[config.mk]
export PLATFORM = sky130hd
export DESIGN_NAME = i2c_bitrate_gen
export DESIGN_NICKNAME = d
export VERILOG_FILES = /design/src/rtl/i2cbr_pkg.sv /design/src/rtl/brg_cfg_sel.sv /design/src/rtl/brg_phase_ctr.sv /design/src/rtl/brg_setup_ctr.sv /design/src/rtl/i2c_bitrate_gen.sv
export SDC_FILE = /design/constraint.sdc
export NUM_CORES = 1
export LEC_CHECK = 0
export ABC_CLOCK_PERIOD_IN_PS = 2900
export BUFFER_PORTS_ARGS = -buffer_cell sky130_fd_sc_hd__buf_2
export CORE_ASPECT_RATIO = 0.6
export CORE_MARGIN = 2
export CORE_UTILIZATION = 40
export DETAILED_ROUTE_END_ITERATION = 12
export GPL_TIMING_DRIVEN = 0
export HOLD_SLACK_MARGIN = 0.12
export PLACE_DENSITY = 0.6
export SLEW_MARGIN = 20
export SYNTH_ARGS = -nofsm -noshare
export SYNTH_HDL_FRONTEND = slang
export SYNTH_SLANG_ARGS = --single-unit
[constraint.sdc]
create_clock -name clk -period 2.9 [get_ports clk]
set_input_delay 0.29 -clock clk [delete_from_list [all_inputs] [get_ports clk]]
set_output_delay 0.29 -clock clk [all_outputs]
set_load 0.01 [all_outputs]
[src/rtl/i2cbr_pkg.sv]
// Shared types and constants for the I2C bit-rate generator.
// Assumes a 2-bit speed-mode field whose encoding is fixed by the bus master.
package i2cbr_pkg;
    typedef enum logic [1:0] {
        SPD_STD   = 2'd0,
        SPD_FAST  = 2'd1,
        SPD_HIGH  = 2'd2,
        SPD_FPLUS = 2'd3
    } spd_mode_e;

    localparam int IDX_W       = 2;
    localparam int PHASES_STD  = 2;
    localparam int PHASES_FAST = 3;
endpackage

[src/rtl/brg_cfg_sel.sv]
// Picks the active baud count from the packed configuration word by speed mode,
// maps a zero count onto one, and gives the last phase index for the mode.
// Assumes the high half of the word is the high-speed count.
module brg_cfg_sel
    import i2cbr_pkg::*;
#(
    parameter int CNT_W = 16
) (
    input  logic [1:0]         speed_mode,
    input  logic [2*CNT_W-1:0] baud_cfg,
    output logic [CNT_W-1:0]   reload,
    output logic [IDX_W-1:0]   last_idx
);
    localparam logic [IDX_W-1:0] LAST_STD  = IDX_W'(PHASES_STD - 1);
    localparam logic [IDX_W-1:0] LAST_FAST = IDX_W'(PHASES_FAST - 1);

    logic [CNT_W-1:0] raw_cnt;

    // Choose the count half and derive the reload value (count minus one, floor at zero).
    always_comb begin
        if (spd_mode_e'(speed_mode) == SPD_HIGH) raw_cnt = baud_cfg[2*CNT_W-1:CNT_W];
        else                                     raw_cnt = baud_cfg[CNT_W-1:0];
        reload = (raw_cnt == '0) ? '0 : raw_cnt - 1'b1;
    end

    // Two phases per bit in standard mode, three in every faster mode.
    always_comb begin
        last_idx = (spd_mode_e'(speed_mode) == SPD_STD) ? LAST_STD : LAST_FAST;
    end
endmodule

[src/rtl/brg_phase_ctr.sv]
// SCL phase divider: counts down from the reload value, emits a one-cycle
// tick at zero and steps the phase index. It restarts when disabled or when
// the speed mode changes. Assumes reload and last_idx are stable while it runs.
module brg_phase_ctr
    import i2cbr_pkg::*;
#(
    parameter int CNT_W = 16
) (
    input  logic             clk,
    input  logic             rst_n,
    input  logic             enable,
    input  logic [1:0]       speed_mode,
    input  logic [CNT_W-1:0] reload,
    input  logic [IDX_W-1:0] last_idx,
    output logic             tick,
    output logic [IDX_W-1:0] idx
);
    logic [CNT_W-1:0] cnt_q;
    logic [IDX_W-1:0] cur_idx;
    logic [IDX_W-1:0] idx_q;
    logic [1:0]       mode_q;
    logic             tick_q;
    logic             restart;

    // Restart on disable or whenever the mode differs from the previous cycle.
    always_comb begin
        restart = !enable || (speed_mode != mode_q);
    end

    // Down-counter, tick strobe and phase index sequencing.
    always_ff @(posedge clk) begin
        if (!rst_n) begin
            cnt_q   <= '0;
            cur_idx <= '0;
            idx_q   <= '0;
            mode_q  <= '0;
            tick_q  <= 1'b0;
        end else begin
            mode_q <= speed_mode;
            if (restart) begin
                cnt_q   <= reload;
                cur_idx <= '0;
                idx_q   <= '0;
                tick_q  <= 1'b0;
            end else if (cnt_q == '0) begin
                cnt_q   <= reload;
                tick_q  <= 1'b1;
                idx_q   <= cur_idx;
                cur_idx <= (cur_idx >= last_idx) ? '0 : cur_idx + 1'b1;
            end else begin
                cnt_q  <= cnt_q - 1'b1;
                tick_q <= 1'b0;
            end
        end
    end

    assign tick = tick_q;
    assign idx  = idx_q;

    AST_NO_TICK_WHEN_OFF: assert property (@(posedge clk) disable iff (!rst_n)
        !enable |=> !tick_q);
    AST_STD_IDX_RANGE: assert property (@(posedge clk) disable iff (!rst_n)
        (mode_q == 2'd0) |-> (cur_idx <= 2'd1));
    AST_IDX_CEILING: assert property (@(posedge clk) disable iff (!rst_n)
        idx_q <= 2'd2);
    AST_MODE_SWITCH_RESTART: assert property (@(posedge clk) disable iff (!rst_n)
        (enable && speed_mode != mode_q) |=> (!tick_q && cur_idx == '0));
endmodule

[src/rtl/brg_setup_ctr.sv]
// Setup-delay counter: a release-after-stretch event loads the count, and a
// one-cycle done strobe follows count+1 edges later. A new event restarts the
// delay and disable cancels it. Assumes setup_time is stable while busy.
module brg_setup_ctr #(
    parameter int CNT_W = 16
) (
    input  logic             clk,
    input  logic             rst_n,
    input  logic             enable,
    input  logic             release_evt,
    input  logic [CNT_W-1:0] setup_time,
    output logic             done
);
    logic [CNT_W-1:0] scnt_q;
    logic             busy_q;
    logic             done_q;

    // Load on event, count down while busy, strobe done on expiry.
    always_ff @(posedge clk) begin
        if (!rst_n) begin
            scnt_q <= '0;
            busy_q <= 1'b0;
            done_q <= 1'b0;
        end else if (!enable) begin
            busy_q <= 1'b0;
            done_q <= 1'b0;
        end else if (release_evt) begin
            scnt_q <= setup_time;
            busy_q <= 1'b1;
            done_q <= 1'b0;
        end else if (busy_q) begin
            if (scnt_q == '0) begin
                busy_q <= 1'b0;
                done_q <= 1'b1;
            end else begin
                scnt_q <= scnt_q - 1'b1;
                done_q <= 1'b0;
            end
        end else begin
            done_q <= 1'b0;
        end
    end

    assign done = done_q;

    AST_DONE_FOLLOWS_BUSY: assert property (@(posedge clk) disable iff (!rst_n)
        done_q |-> $past(busy_q));
    AST_DONE_QUIET_OFF: assert property (@(posedge clk) disable iff (!rst_n)
        !enable |=> !done_q);
    AST_RETRIGGER_HOLDS: assert property (@(posedge clk) disable iff (!rst_n)
        (enable && release_evt) |=> (busy_q && !done_q));
endmodule

[src/rtl/i2c_bitrate_gen.sv]
// Top of the I2C bit-rate generator: selects the baud count by speed mode,
// runs the SCL phase divider and the post-stretch setup counter.
// Assumes synchronous inputs in the clk domain.
module i2c_bitrate_gen
    import i2cbr_pkg::*;
#(
    parameter int CNT_W = 16
) (
    input  logic               clk,
    input  logic               rst_n,
    input  logic               enable,
    input  logic [1:0]         speed_mode,
    input  logic [2*CNT_W-1:0] baud_cfg,
    input  logic [CNT_W-1:0]   setup_time,
    input  logic               release_evt,
    output logic               phase_tick,
    output logic [IDX_W-1:0]   phase_idx,
    output logic               setup_done
);
    logic [CNT_W-1:0] reload;
    logic [IDX_W-1:0] last_idx;

    brg_cfg_sel #(.CNT_W(CNT_W)) u_sel (
        .speed_mode (speed_mode),
        .baud_cfg   (baud_cfg),
        .reload     (reload),
        .last_idx   (last_idx)
    );

    brg_phase_ctr #(.CNT_W(CNT_W)) u_phase (
        .clk        (clk),
        .rst_n      (rst_n),
        .enable     (enable),
        .speed_mode (speed_mode),
        .reload     (reload),
        .last_idx   (last_idx),
        .tick       (phase_tick),
        .idx        (phase_idx)
    );

    brg_setup_ctr #(.CNT_W(CNT_W)) u_setup (
        .clk         (clk),
        .rst_n       (rst_n),
        .enable      (enable),
        .release_evt (release_evt),
        .setup_time  (setup_time),
        .done        (setup_done)
    );

    AST_RESET_QUIET: assert property (@(posedge clk)
        !rst_n |=> (!phase_tick && !setup_done && phase_idx == '0));
endmodule

* After elaboration in Yosys (flattened, before gate mapping)
Index checks and enable logic that the tools add are counted.
** Storage, ports and cells
- Bits in registers :: 41
- Input port bits :: 54
- Output and inout port bits :: 4
** Operators by class
- $add $sub $neg :: 4
- $lt $le $gt $ge :: 1
- Equality and inequality tests :: 3
- Mux-type cells :: 14
- Bitwise logic cells :: 3
- Reduce and logical (&&, ||, !) cells :: 11
** Operators with widths (count)
- 2-to-1 mux 16 bit :: 7
- zero test 16 bit :: 3
- subtractor 16 x 1 -> 16 bit (second input constant) :: 3
- 2-to-1 mux 1 bit :: 5
- 2-to-1 mux 2 bit :: 2
- OR reduction 4 bit :: 1
- NOT 1 bit :: 3
- AND reduction 3 bit :: 1
- adder 2 x 1 -> 2 bit (second input constant) :: 1
- equality test 2 bit (second input constant) :: 1
- >= comparator 2 bit :: 1
- zero test 2 bit :: 1
- != test 2 bit :: 1
- != test 2 bit (second input constant) :: 1
- AND reduction 2 bit :: 1
- nonzero test 2 bit :: 1
- OR reduction 2 bit :: 1
- zero test 1 bit :: 1
- logical OR 1 bit :: 1

* Depth between registers and ports, before layout
- Depth after elaboration :: 6
- Depth in mapped cells :: 10
- Depth with buffers taken out :: 10

* Hierarchy
From an unflattened synthesis, not the netlist that was laid out.
** Unflattened totals
- Cell total of the unflattened synthesis :: 388
- Area total of the unflattened synthesis :: 3086.7 sq um
** By module, submodules not included
- brg_phase_ctr :: times used 1, cells an instance 129, area an instance 1139.8 sq um
- brg_setup_ctr :: times used 1, cells an instance 142, area an instance 1132.3 sq um
- brg_cfg_sel :: times used 1, cells an instance 117, area an instance 814.5 sq um

* Least setup slack after synthesis
Ideal clock, no wire load.
- Kind :: input to register
- Start point :: input speed_mode[0]
- End point :: register u_phase.cnt_q[14]
- Arrival :: 2276 ps
- Data required time :: 2827 ps
- Slack :: 551 ps
- Cell stages on the path :: 10
- Buffers on the path :: 0
- Cells stage by stage :: and2b_4 > mux2_2 > inv_1 > ha_1 > nor2b_1 > mux2i_1 > nor3_4 > nand3b_2 > mux2_4 > o22ai_2
** On the way
- Cells in the longest elaborated chain, start to end :: 6
- Elaborated cells between the ends (all ways) :: 9
- Those cells by class :: add/sub: 1; eq/ne: 2; mux: 4; reduce/logical: 2
** Ends and longest elaborated chain
- start, declared :: RTL line i2c_bitrate_gen.sv:12 : input logic [1:0] speed_mode,
- equality test 2 bit :: RTL line brg_cfg_sel.sv:21 : if (spd_mode_e'(speed_mode) == SPD_HIGH) raw_cnt = baud_cfg[2*CNT_W-1:CNT_W];
- 2-to-1 mux 16 bit :: RTL line brg_cfg_sel.sv:21
- subtractor 16 x 1 -> 16 bit / zero test 16 bit (equally long branches) :: RTL line brg_cfg_sel.sv:23 : reload = (raw_cnt == '0) ? '0 : raw_cnt - 1'b1;
- 2-to-1 mux 16 bit :: RTL line brg_cfg_sel.sv:23
- 2-to-1 mux 16 bit :: RTL line brg_phase_ctr.sv:45 : end else if (cnt_q == '0) begin
- 2-to-1 mux 16 bit * :: RTL line brg_phase_ctr.sv:40 : if (restart) begin
- end signal, assigned :: RTL line brg_phase_ctr.sv:41 : cnt_q <= reload;
- end signal, assigned :: RTL line brg_phase_ctr.sv:46 : cnt_q <= reload;
- end signal, assigned :: RTL line brg_phase_ctr.sv:51 : cnt_q <= cnt_q - 1'b1;
- end, declared :: RTL line brg_phase_ctr.sv:18 : logic [CNT_W-1:0] cnt_q;
Mark *: on every way between the ends. The rest lies on a longest branch, timed or not.
A chain may end at the register's enable or synchronous reset.

* Final worst setup path
Ends and elaborated chain as after synthesis.

==> run summary <==
GRT Util Overall - 0.208
die extent in x - 113 microns
routed vias - 2,955
TritonCTS Sinks - 41
Tcrit/Tclk final - 0.939
status - finished, final reports clean
IO Count - 58
cell mode on critical path - mux2i_1
Synth Warn # - 0
first-pass GRT wire length - 13,300 microns
starting density of the core - 0.421
met3 wire length - 536 microns
worst path arrival time - 2.94 ns
WL per Instance - 15.4 microns
count of unique library cells instantiated by Yosys - 52
largest net degree at the start of global routing - 13
Worst IR Drop VDD - 0.197 mV
H-tree Lvls - 2
Max Buffers Root-to-Sink - 2
Leak Pwr - 1.46 nW
clock share of power - 0.369
crit path cell chain - buf_2 > and2b_4 > clkbuf_4 > mux2i_1 > ha_1 > nor2b_1 > mux2i_1 > nor3_4 > buf_4 > nand3b_2 > mux2_4 > o22ai_2
Final ANT Viol Nets - 0
routed wl met2 - 3020 microns
Slowest cell on crit path - nor3_4
Syn Inst Count - 373
Tmin final - 2.72 ns
initial drt markers - 238
combinational share of power - 0.266
initial antenna violation count - 0
Post-Syn Nets - 433
Root Buffer - clkbuf_16
CP required - 3.12 ns
Core Region - 6820 sq um
commonest non-fill, non-tap cell in the layout - nor2_1
# DRC - 0
Die Ht - 69.6 microns
proportion of layout cells with a drive suffix above 1 - 0.196
Hold Vio Cnt, Final - 0
Max-slew headroom - 0.524
DIE AREA - 7900 sq um
Critical Path Sink Type - flop
WHS - 0.283 ns
crit path kind - input port to flop
first drt pass iteration count - 5
Post-Route Setup TNS - 0 ns
final count of pins violating max slew - 0
sequential share of power - 0.365
max layer used - met4
mapped cell area - 2870 sq um
Worst Max-Slew Pin Slew - 0.707 ns
final setup vio count - 0
clock latency on the worst-skew pair - 0.29 ns
crit-path max cell delay - 0.42 ns
Clock Skews - 0.00393 ns
Max FO, Critical Path - 10
Sw Pwr - 562 uW
#FFs+latches synth - 41
final worst setup slack - 0.177 ns
worst hold path type - input port to flop
startpoint of the worst hold path - speed_mode[0]
Worst setup SP type - input port
Routability Congestion - 0.894
antenna cells - 0
FF-to-FF Start - u_setup.scnt_q[1]
fin nets - 498
sequential area share after synthesis - 0.286
Core Rows - 23
post-place setup slack - -0.0709 ns
P_int - 1.23 mW
vias in the first global route - 2,679
commonest non-fill, non-tap cells in the layout - nor2_1 (58), buf_2 (57), dfxtp_1 (41)
Max Cap Viol - 0
DP HPWL - 6370 microns
beginning of the critical path - speed_mode[0]
drt total wl - 8080 microns
CTS buffer count - 5
syn avg cell area - 7.70 sq um
GRT overflow - 0
switching share of power - 0.313
Power Density - 521 nW/um^2
hold_buf cts - 0
Via density - 5.62
WL met1 - 4460 microns
Max Clk Rate - 367 MHz
P&R area growth vs syn - 20.1%
Worst-path clk slew - 0.06 ns
TritonCTS clock tree - yes
IO Port Bufs - 57
==> per-layer routing <==
layer	vias up	track usage
met5	-	0
met4	0	0.0393
met3	8	0.0551
met2	86	0.271
met1	1385	0.334
li1	1476	-
==> critical path: cells and delay by family <==
family          cells  cell delay (ns)
buf+inv             3             0.57
compound gates      1             0.11
fa+ha+maj           1             0.22
mux                 3             0.75
simple gates        4             0.99
==> what timing repair did <==
action | 4_1_cts | 5_1_grt
buffers inserted | 0 | 1
hold endpoints to repair | 0 | 0
endpoints found under the setup margin | 0 | 1
resized for setup | 0 | 1
==> path summary, 6_finish.rpt <==
kind                                           to  slack [ns]  cells past startpoint
worst min-delay path            u_phase.mode_q[0]        0.28                      2
worst max register to register  u_setup.scnt_q[7]        0.27                      9
worst max-delay path            u_phase.cnt_q[14]        0.18                     12
worst min register to register  u_setup.scnt_q[3]        0.48                      2
==> cell type report <==
class / count / area (sq um)
clock buffer: 7 / 143
buffer: 13 / 63.8
tap: 87 / 109
timing repair buffer: 58 / 293
clock inverter: 1 / 30.0
fill: 692 / 3370
multi-input combinational: 305 / 1940
sequential: 41 / 821
inverter: 14 / 52.6
==> kinds of logic after synthesis <==
family                     count (synthesis)  share of synthesized area
buffers and inverters                     27                     0.0396
muxes                                     19                     0.0710
adders and majority gates                  6                     0.0261
and+or+nand+nor                          168                      0.297
xor gates and xnor gates                  26                     0.0793
AOI/OAI and AO/OA                         86                      0.202
DFF                                       41                      0.286
==> cell usage after synthesis (all sizes together) <==
cell type | n | area [sq um]
o31ai | 4 | 30.0
a32oi | 1 | 8.76
dfxtp | 41 | 821
a31oi | 1 | 21.3
nor3b | 6 | 50.1
o32ai | 1 | 8.76
nor4 | 10 | 75.1
or3 | 5 | 36.3
ha | 6 | 75.1
nor4b | 3 | 26.3
nor2b | 4 | 25.0
and2 | 5 | 31.3
a21oi | 21 | 105
a21o | 2 | 15.0
a2111oi | 1 | 15.0
mux2i | 14 | 144
o21ai | 21 | 105
nand3 | 11 | 55.1
a22oi | 13 | 97.6
and3 | 3 | 18.8
nand3b | 1 | 11.3
o41ai | 1 | 8.76
or4 | 3 | 22.5
nor2 | 58 | 218
nand2 | 40 | 150
nand4 | 4 | 31.3
o22ai | 9 | 62.6
nand2b | 2 | 12.5
o21bai | 1 | 7.51
xnor2 | 9 | 78.8
a221oi | 1 | 8.76
a22o | 4 | 35.0
nand4b | 2 | 17.5
mux2 | 5 | 60.1
and2b | 1 | 10.0
clkbuf | 10 | 37.5
buf | 3 | 23.8
a211oi | 5 | 50.1
xor2 | 17 | 149
nor3 | 10 | 61.3
inv | 14 | 52.6
==> metrics by stage <==
step                      instance area [sq um]  std cells  total power [mW]  utilization
after floorplan                            2870        373             0.994            -
after global placement                     3270        517              1.13        0.479
after detailed placement                   3270        517              1.13        0.479
after CTS                                  3440        525              1.79        0.504
after global routing                       3450        526              1.89        0.506
final                                      3450        526              1.80        0.506
==> power by group through the flow <==
stage	clock network (mW)	registers [mW]	logic, mW
finish	0.663	0.655	0.478
global route	0.693	0.662	0.537
global placement	0	0.665	0.465
detailed placement	0	0.666	0.468
CTS	0.669	0.654	0.471
floorplan	0	0.654	0.340
==> sequential cells by signal, summed over array words and instances, names as in the netlist <==
signal	flops
u_setup.scnt_q	16
u_setup.busy_q	1
u_setup.done	1
u_phase.cnt_q	16
u_phase.cur_idx	2
u_phase.mode_q	2
u_phase.idx	2
u_phase.tick	1
No activity file was read; power rests on OpenSTA's default activity.
